<file path="config.mk">
export PLATFORM = sky130hd
export DESIGN_NAME = acc_alu_unit
export DESIGN_NICKNAME = d
export VERILOG_FILES = /design/src/rtl/acc_alu_pkg.sv /design/src/rtl/acc_alu_decode.sv /design/src/rtl/acc_alu_byte_core.sv /design/src/rtl/acc_alu_pair_add.sv /design/src/rtl/acc_alu_unit.sv
export SDC_FILE = /design/constraint.sdc
export NUM_CORES = 1
export LEC_CHECK = 0
export ABC_AREA = 1
export BUFFER_PORTS_ARGS = -buffer_cell sky130_fd_sc_hd__buf_2
export CORE_MARGIN = 4
export CORE_UTILIZATION = 37
export DETAILED_ROUTE_END_ITERATION = 10
export PLACE_DENSITY = 0.58
export SYNTH_ARGS = -nofsm -noshare
export SYNTH_HDL_FRONTEND = slang
export SYNTH_SLANG_ARGS = --single-unit
</file>
<file path="constraint.sdc">
create_clock -name clk -period 5.7 [get_ports clk]
set_input_delay 0.285 -clock clk [delete_from_list [all_inputs] [get_ports clk]]
set_output_delay 0.285 -clock clk [all_outputs]
set_load 0.02 [all_outputs]
</file>
<file path="src/rtl/acc_alu_pkg.sv">
// Package: shared widths, flag positions, operation codes and the
// flag-building helper for the accumulator ALU.
// Assumes an 8-bit accumulator and a 16-bit register pair.
package acc_alu_pkg;
    localparam int ACC_W  = 8;
    localparam int PAIR_W = 16;
    localparam int FLAG_W = 5;
    localparam int NIB_W  = ACC_W / 2;

    // Flag bit positions inside the packed flag vector
    localparam int F_CY = 0;
    localparam int F_P  = 1;
    localparam int F_AC = 2;
    localparam int F_Z  = 3;
    localparam int F_S  = 4;

    typedef enum logic [4:0] {
        OP_ADD  = 5'd0,
        OP_ADC  = 5'd1,
        OP_SUB  = 5'd2,
        OP_SBB  = 5'd3,
        OP_ANA  = 5'd4,
        OP_XRA  = 5'd5,
        OP_ORA  = 5'd6,
        OP_CMP  = 5'd7,
        OP_RLC  = 5'd8,
        OP_RRC  = 5'd9,
        OP_RAL  = 5'd10,
        OP_RAR  = 5'd11,
        OP_CMA  = 5'd12,
        OP_STC  = 5'd13,
        OP_CMC  = 5'd14,
        OP_DAA  = 5'd15,
        OP_DAD  = 5'd16,
        OP_PASS = 5'd17
    } alu_op_e;

    // Build sign, zero and parity from a result; AC and CY are supplied
    function automatic logic [FLAG_W-1:0] mk_flags(
        input logic [ACC_W-1:0] res,
        input logic             ac,
        input logic             cy
    );
        logic [FLAG_W-1:0] f;
        f       = '0;
        f[F_S]  = res[ACC_W-1];
        f[F_Z]  = (res == '0);
        f[F_AC] = ac;
        f[F_P]  = ~^res;
        f[F_CY] = cy;
        return f;
    endfunction
endpackage

</file>
<file path="src/rtl/acc_alu_decode.sv">
// Module: acc_alu_decode
// Maps a raw opcode onto an ALU operation. It also reports whether the
// register source field names the accumulator, and whether the 16-bit
// add names HL as its own addend. Purely combinational.
// Assumes the opcode layout given in the brief; unknown codes give OP_PASS.
module acc_alu_decode
    import acc_alu_pkg::*;
(
    input  logic [ACC_W-1:0] opcode,
    output alu_op_e          op,
    output logic             src_is_acc,
    output logic             pair_is_hl
);
    localparam logic [2:0] SRC_ACC  = 3'b111;
    localparam logic [2:0] IMM_LOW  = 3'b110;
    localparam logic [2:0] ACCOP_LO = 3'b111;
    localparam logic [3:0] DAD_LO   = 4'h9;
    localparam logic [1:0] HL_SEL   = 2'b10;

    logic [2:0] mid;
    assign mid = opcode[5:3];

    // Classify the opcode by its top two bits and low field
    always_comb begin
        op         = OP_PASS;
        src_is_acc = 1'b0;
        pair_is_hl = 1'b0;
        if (opcode[7:6] == 2'b10) begin
            op         = alu_op_e'({2'b00, mid});
            src_is_acc = (opcode[2:0] == SRC_ACC);
        end else if (opcode[7:6] == 2'b11 && opcode[2:0] == IMM_LOW) begin
            op = alu_op_e'({2'b00, mid});
        end else if (opcode[7:6] == 2'b00 && opcode[2:0] == ACCOP_LO) begin
            case (mid)
                3'd0:    op = OP_RLC;
                3'd1:    op = OP_RRC;
                3'd2:    op = OP_RAL;
                3'd3:    op = OP_RAR;
                3'd4:    op = OP_DAA;
                3'd5:    op = OP_CMA;
                3'd6:    op = OP_STC;
                default: op = OP_CMC;
            endcase
        end else if (opcode[7:6] == 2'b00 && opcode[3:0] == DAD_LO) begin
            op         = OP_DAD;
            pair_is_hl = (opcode[5:4] == HL_SEL);
        end
    end
endmodule

</file>
<file path="src/rtl/acc_alu_byte_core.sv">
// Module: acc_alu_byte_core
// Combinational 8-bit datapath: the add/subtract/logic group, rotates,
// complement, carry operations and decimal adjust. For OP_DAD and OP_PASS
// the accumulator and flags pass through; the 16-bit add sits elsewhere.
// Assumes the operand has already been chosen (register, immediate or A).
module acc_alu_byte_core
    import acc_alu_pkg::*;
(
    input  alu_op_e           op,
    input  logic [ACC_W-1:0]  a,
    input  logic [ACC_W-1:0]  b,
    input  logic [FLAG_W-1:0] flags_in,
    output logic [ACC_W-1:0]  r_acc,
    output logic [FLAG_W-1:0] r_flags
);
    localparam logic [NIB_W-1:0] BCD_MAX = NIB_W'(9);
    localparam logic [NIB_W-1:0] LO_CARRY = NIB_W'(10);
    localparam logic [ACC_W:0]   LO_ADJ  = (ACC_W+1)'(6);
    localparam logic [ACC_W-1:0] HI_ADJ  = ACC_W'(8'h60);

    logic             cy;
    logic             carry_in;
    logic [ACC_W:0]   sum_w;
    logic [NIB_W:0]   nib_w;
    logic [ACC_W-1:0] b_eff;
    logic             is_sub;
    logic             lo_fix, hi_fix, daa_ac;
    logic [ACC_W:0]   daa_lo;
    logic [ACC_W-1:0] daa_res;
    logic [ACC_W-1:0] logic_res;

    assign cy = flags_in[F_CY];

    // Shared adder: subtraction adds the inverted operand with carry-in
    always_comb begin
        is_sub   = (op == OP_SUB) || (op == OP_SBB) || (op == OP_CMP);
        b_eff    = is_sub ? ~b : b;
        carry_in = 1'b0;
        if (op == OP_ADC)       carry_in = cy;
        else if (op == OP_SBB)  carry_in = ~cy;
        else if (is_sub)        carry_in = 1'b1;
        sum_w = {1'b0, a} + {1'b0, b_eff} + {{ACC_W{1'b0}}, carry_in};
        nib_w = {1'b0, a[NIB_W-1:0]} + {1'b0, b_eff[NIB_W-1:0]}
              + {{NIB_W{1'b0}}, carry_in};
    end

    // Two-step decimal adjust chain
    always_comb begin
        lo_fix  = (a[NIB_W-1:0] > BCD_MAX) || flags_in[F_AC];
        daa_ac  = lo_fix && (a[NIB_W-1:0] >= LO_CARRY);
        daa_lo  = {1'b0, a} + (lo_fix ? LO_ADJ : '0);
        hi_fix  = (daa_lo[ACC_W-1:NIB_W] > BCD_MAX) || cy || daa_lo[ACC_W];
        daa_res = daa_lo[ACC_W-1:0] + (hi_fix ? HI_ADJ : '0);
    end

    // Bitwise logic results
    always_comb begin
        case (op)
            OP_ANA:  logic_res = a & b;
            OP_XRA:  logic_res = a ^ b;
            default: logic_res = a | b;
        endcase
    end

    // Select the result and flags for the operation
    always_comb begin
        r_acc   = a;
        r_flags = flags_in;
        case (op)
            OP_ADD, OP_ADC: begin
                r_acc   = sum_w[ACC_W-1:0];
                r_flags = mk_flags(sum_w[ACC_W-1:0], nib_w[NIB_W], sum_w[ACC_W]);
            end
            OP_SUB, OP_SBB: begin
                r_acc   = sum_w[ACC_W-1:0];
                r_flags = mk_flags(sum_w[ACC_W-1:0], nib_w[NIB_W], ~sum_w[ACC_W]);
            end
            OP_CMP: begin
                r_flags = mk_flags(sum_w[ACC_W-1:0], nib_w[NIB_W], ~sum_w[ACC_W]);
            end
            OP_ANA: begin
                r_acc   = logic_res;
                r_flags = mk_flags(logic_res, a[NIB_W-1] | b[NIB_W-1], 1'b0);
            end
            OP_XRA, OP_ORA: begin
                r_acc   = logic_res;
                r_flags = mk_flags(logic_res, 1'b0, 1'b0);
            end
            OP_RLC: begin
                r_acc         = {a[ACC_W-2:0], a[ACC_W-1]};
                r_flags[F_CY] = a[ACC_W-1];
            end
            OP_RRC: begin
                r_acc         = {a[0], a[ACC_W-1:1]};
                r_flags[F_CY] = a[0];
            end
            OP_RAL: begin
                r_acc         = {a[ACC_W-2:0], cy};
                r_flags[F_CY] = a[ACC_W-1];
            end
            OP_RAR: begin
                r_acc         = {cy, a[ACC_W-1:1]};
                r_flags[F_CY] = a[0];
            end
            OP_CMA:  r_acc         = ~a;
            OP_STC:  r_flags[F_CY] = 1'b1;
            OP_CMC:  r_flags[F_CY] = ~cy;
            OP_DAA: begin
                r_acc   = daa_res;
                r_flags = mk_flags(daa_res, daa_ac, cy | hi_fix);
            end
            default: ;
        endcase
    end
endmodule

</file>
<file path="src/rtl/acc_alu_pair_add.sv">
// Module: acc_alu_pair_add
// Unsigned add of two register pairs with the carry out of the top bit.
// Built as a ripple of nibble-wide slices so the carry path is explicit.
// Assumes PAIR_W is a multiple of NIB_W.
module acc_alu_pair_add
    import acc_alu_pkg::*;
(
    input  logic [PAIR_W-1:0] x,
    input  logic [PAIR_W-1:0] y,
    output logic [PAIR_W-1:0] sum,
    output logic              carry
);
    localparam int SLICES = PAIR_W / NIB_W;

    logic [SLICES:0] c;
    assign c[0]  = 1'b0;
    assign carry = c[SLICES];

    for (genvar g = 0; g < SLICES; g++) begin : g_slice
        logic [NIB_W:0] part;
        // One nibble slice of the ripple adder
        always_comb begin
            part = {1'b0, x[g*NIB_W +: NIB_W]} + {1'b0, y[g*NIB_W +: NIB_W]}
                 + {{NIB_W{1'b0}}, c[g]};
        end
        assign sum[g*NIB_W +: NIB_W] = part[NIB_W-1:0];
        assign c[g+1]                = part[NIB_W];
    end
endmodule

</file>
<file path="src/rtl/acc_alu_unit.sv">
// Module: acc_alu_unit (top)
// Registered accumulator ALU. Decodes the opcode, picks the operand,
// runs the 8-bit core and the 16-bit pair adder, and registers the new
// accumulator, flags and HL on the rising edge. Latency is one cycle.
// Assumes the caller presents the source register or immediate byte on
// operand_in and the addressed pair on pair_in.
module acc_alu_unit
    import acc_alu_pkg::*;
(
    input  logic              clk,
    input  logic              rst_n,
    input  logic [ACC_W-1:0]  opcode,
    input  logic [ACC_W-1:0]  acc_in,
    input  logic [ACC_W-1:0]  operand_in,
    input  logic [FLAG_W-1:0] flags_in,
    input  logic [PAIR_W-1:0] pair_in,
    input  logic [PAIR_W-1:0] hl_in,
    output logic [ACC_W-1:0]  acc_out,
    output logic [FLAG_W-1:0] flags_out,
    output logic [PAIR_W-1:0] hl_out
);
    alu_op_e           op;
    logic              src_is_acc, pair_is_hl;
    logic [ACC_W-1:0]  b_sel, core_acc;
    logic [FLAG_W-1:0] core_flags;
    logic [PAIR_W-1:0] addend, pair_sum;
    logic              pair_carry;
    logic [ACC_W-1:0]  acc_nxt;
    logic [FLAG_W-1:0] flags_nxt;
    logic [PAIR_W-1:0] hl_nxt;

    acc_alu_decode u_decode (
        .opcode     (opcode),
        .op         (op),
        .src_is_acc (src_is_acc),
        .pair_is_hl (pair_is_hl)
    );

    assign b_sel  = src_is_acc ? acc_in : operand_in;
    assign addend = pair_is_hl ? hl_in : pair_in;

    acc_alu_byte_core u_core (
        .op       (op),
        .a        (acc_in),
        .b        (b_sel),
        .flags_in (flags_in),
        .r_acc    (core_acc),
        .r_flags  (core_flags)
    );

    acc_alu_pair_add u_pair (
        .x     (hl_in),
        .y     (addend),
        .sum   (pair_sum),
        .carry (pair_carry)
    );

    // Merge the 16-bit add result over the byte core outputs
    always_comb begin
        acc_nxt   = core_acc;
        flags_nxt = core_flags;
        hl_nxt    = hl_in;
        if (op == OP_DAD) begin
            hl_nxt          = pair_sum;
            flags_nxt[F_CY] = pair_carry;
        end
    end

    // Output registers with synchronous active-low reset
    always_ff @(posedge clk) begin
        if (!rst_n) begin
            acc_out   <= '0;
            flags_out <= '0;
            hl_out    <= '0;
        end else begin
            acc_out   <= acc_nxt;
            flags_out <= flags_nxt;
            hl_out    <= hl_nxt;
        end
    end

    // Reset clears every output register
    p_reset_clear_r1: assert property (@(posedge clk)
        !rst_n |=> (acc_out == '0 && flags_out == '0 && hl_out == '0));

    // Compare, register or immediate, leaves A untouched
    p_cmp_keeps_acc_r6: assert property (@(posedge clk) disable iff (!rst_n)
        (opcode[7:3] == 5'b10111 || opcode == 8'hFE) |=> acc_out == $past(acc_in));

    // Logical group clears carry
    p_logic_clears_cy_r7: assert property (@(posedge clk) disable iff (!rst_n)
        ((opcode[7:6] == 2'b10 || (opcode[7:6] == 2'b11 && opcode[2:0] == 3'b110))
         && opcode[5:3] >= 3'd4 && opcode[5:3] <= 3'd6) |=> !flags_out[F_CY]);

    // Zero flag tracks the written accumulator for non-compare ALU ops
    p_zero_flag_r8: assert property (@(posedge clk) disable iff (!rst_n)
        ((opcode[7:6] == 2'b10 || (opcode[7:6] == 2'b11 && opcode[2:0] == 3'b110))
         && opcode[5:3] != 3'd7) |=> flags_out[F_Z] == (acc_out == '0));

    // Rotates touch only carry among the flags
    p_rotate_flags_r9: assert property (@(posedge clk) disable iff (!rst_n)
        (opcode[7:5] == 3'b000 && opcode[2:0] == 3'b111)
        |=> flags_out[F_S:F_P] == $past(flags_in[F_S:F_P]));

    // Set carry always yields CY = 1
    p_stc_sets_cy_r11: assert property (@(posedge clk) disable iff (!rst_n)
        (opcode == 8'h37) |=> flags_out[F_CY]);

    // Decimal adjust never clears a set carry
    p_daa_keeps_cy_r12: assert property (@(posedge clk) disable iff (!rst_n)
        (opcode == 8'h27 && flags_in[F_CY]) |=> flags_out[F_CY]);

    // 16-bit add leaves A and the upper flags unchanged
    p_dad_scope_r13: assert property (@(posedge clk) disable iff (!rst_n)
        (opcode[7:6] == 2'b00 && opcode[3:0] == 4'h9)
        |=> (acc_out == $past(acc_in) && flags_out[F_S:F_P] == $past(flags_in[F_S:F_P])));
endmodule

</file>
==> results_dict.tcl <==
set metrics [dict create \
    hold_path_depth 3 \
    drc 0 \
    ys_async_sr_fraction 0 \
    die-area_mm2 0.01277 \
    yosys_register_bits 29 \
    final_cell_mix "nand2_1 (123), inv_1 (101), buf_2 (91)" \
    antenna_found_initial 0 \
    first_pass_iters 6 \
    vias 4466 \
    min_from "hl_in[0]" \
    ctsHoldBuffers 0 \
    root_buffer "clkbuf_8" \
    postCtsResizedCells 0 \
    ys_types 35 \
    finalPower_mw 0.8577 \
    fin_nets 851 \
    worstSetupStartpointType "primary input" \
    drv_slew 0 \
    gr-total-overflow 0 \
    vias_per_cell 5.151 \
    htreeDepth 2 \
    postSynthNetCount 766 \
    p_leak_nw 2.618 \
    setup_viol 0 \
    synth_cells 641 \
    rsz0062_at_grt "false" \
    seq_area_frac_synth 0.1423 \
    grt_pass1_wl_mm 20.89 \
    syn_area_per_cell_um2 6.363 \
    use_met3 0.02834 \
    path_clk_slew_ns 0.07 \
    fmax_mhz 195.0 \
    min_to "hl_out[0]" \
    port_buffers 91 \
    cts_tree "built" \
    place_inst 859 \
    clk_path_buf_depth 2 \
    drtIter0Drc 353 \
    p_per_area_mw_per_mm2 179.3 \
    gp_congestion 0.9553 \
    end_kind "flip-flop" \
    path_buf_inv 3 \
    finalCritPeriodShare 0.8995 \
    wl_per_cell_um 14.81 \
    synth_edf_count 0 \
    die_width_um 113.0 \
    design.core.area_mm2 0.01079 \
    yosys_warnings 0 \
    finalHoldViolations 0 \
    ant_nets 0 \
    cts_made_buffers 5 \
    critPathMaxFanout 6 \
    cp.required_ns 5.86 \
    stdcell_count 867 \
    cpPeakStageDelay_ns 0.43 \
    crit_top_cell "fa_1" \
    worst_pin_slew_ns 0.5023 \
    grt_pass1_vias 4377 \
    postCtsSetupBuffers 0 \
    tns_ns 0 \
    start_util 0.3779 \
    gr-usage-met1 0.2559 \
    num_antenna_cells 0 \
    layout_commonest_cell "nand2_1" \
    holdCritPathClass "in2reg" \
    path_class "in2reg" \
    drive_gt1_frac 0.1857 \
    syn2layout_area_growth_pct 17.30 \
    busiest_layer "met2" \
    die_h_um 113.0 \
    num_rows 38 \
    dpl.hpwl_mm 10.56 \
    routed_wirelength_mm 12.84 \
    outcome "finished, final reports clean" \
    pin_count 92 \
    path_delay_family "adder cells" \
    clkSinkCount 29 \
    synthFlopType "dfxtp_1" \
    worst_ep_arrival_time_ns 5.29 \
    maxCapViolCount 0 \
    track_usage 0.1988 \
    cp.depth 23 \
    gr-usage-met2 0.3511 \
    crit_slowest_cell "fa_1" \
    syn_area_mm2 0.004079 \
    path_cells "buf_2, nor2_1, nor3b_2, nand3_1, o21ai_0, ha_1, inv_1, fa_1, o21ai_0, a21oi_1, fa_1, fa_1, nor2_1, a211oi_1, fa_1, fa_1, nor2_1, a211oi_1, fa_1, inv_1, fa_1, o21ai_0, a21oi_1" \
    layout_min_cycle_time_ns 5.127 \
    grt_max_degree 24 \
    n_fill_cell 1141 \
    vdd_drop_max_uv 95.17 \
    slew-limit-headroom 0.6639 \
]
## flip-flops by register name (all words and copies together) (netlist names)
signal     flops
hl_out        16
acc_out        8
flags_out      5
## where the power goes
| part | internal [mW] | leakage, nW | switching [mW] | total, mW |
|---|---|---|---|---|
| clock | 0.131 | 0.0543 | 0.0848 | 0.215 |
| combinational | 0.161 | 2.32 | 0.259 | 0.420 |
| sequential | 0.218 | 0.242 | 0.00438 | 0.222 |
## worst max-delay path by stage
| stage | startpoint | to | slack (ns) |
|---|---|---|---|
| final | opcode[2] | hl_out[13] | 0.57 |
| after global routing | opcode[2] | hl_out[13] | 0.18 |
| after floorplan | opcode[6] | hl_out[13] | 0.48 |
| after detailed placement | opcode[2] | hl_out[13] | 0.30 |
| after global placement | opcode[6] | hl_out[13] | 0.45 |
| after CTS | opcode[2] | hl_out[13] | 0.58 |
## metrics by stage
step | hold slack [ns] | setup WS, ns | utilization | cell area [um^2]
2_1_floorplan | 0.4282 | 0.4846 | - | 4079
3_3_place_gp | 0.5645 | 0.4478 | 0.4326 | 4669
3_5_place_dp | 0.5722 | 0.2957 | 0.4326 | 4669
4_1_cts | 0.2687 | 0.5817 | 0.4433 | 4785
5_1_grt | 0.2908 | 0.1761 | 0.4433 | 4785
6_report | 0.2788 | 0.5726 | 0.4433 | 4785
## cells in the mapped netlist (6+ instances only)
library cell  number  area share
nor2_1            58       0.053
xnor2_1            8       0.017
a21oi_1           36       0.044
nand4_1           15       0.023
inv_1            101       0.093
nand3_1           53       0.065
nand2_1          123        0.11
o21ai_0           60       0.074
o21ai_1            7      0.0086
xor2_1            22       0.047
nor2_2             6      0.0092
nand2_2            9       0.014
clkbuf_1          15       0.014
ha_1              51        0.16
dfxtp_1           29        0.14
fa_1              11       0.054
## kinds of logic after synthesis
kind of cell / after synthesis / synth area share
mux: 4 / 0.01104
compound gates: 117 / 0.1540
flops: 29 / 0.1423
simple gates: 276 / 0.3021
fa+ha+maj: 62 / 0.2104
buf+inv: 123 / 0.1156
xor+xnor: 30 / 0.06442
## final cells by class
cell class              count  area, um^2  share of cell area
inverters                 105       394.1             0.08237
clock inverters             3       46.29            0.009676
multi-input cells         489        3027              0.6326
well taps                 140       175.2             0.03661
clock buffers               5       68.82             0.01438
repair buffers             96       493.0              0.1030
flip-flops and latches     29       580.6              0.1213
## tightest hold or removal path, cell delays in order
cell,delay [ns]
buf_2,0.11
inv_1,0.06
a21oi_1,0.05
## metal layers
metal / wire [um] / vias to the layer above
met3: 807 / 22
met2: 6183 / 154
li1: - / 2248
met5: 0 / -
met1: 5573 / 2042
met4: 274 / 0
No activity file was read; power rests on OpenSTA's default activity.
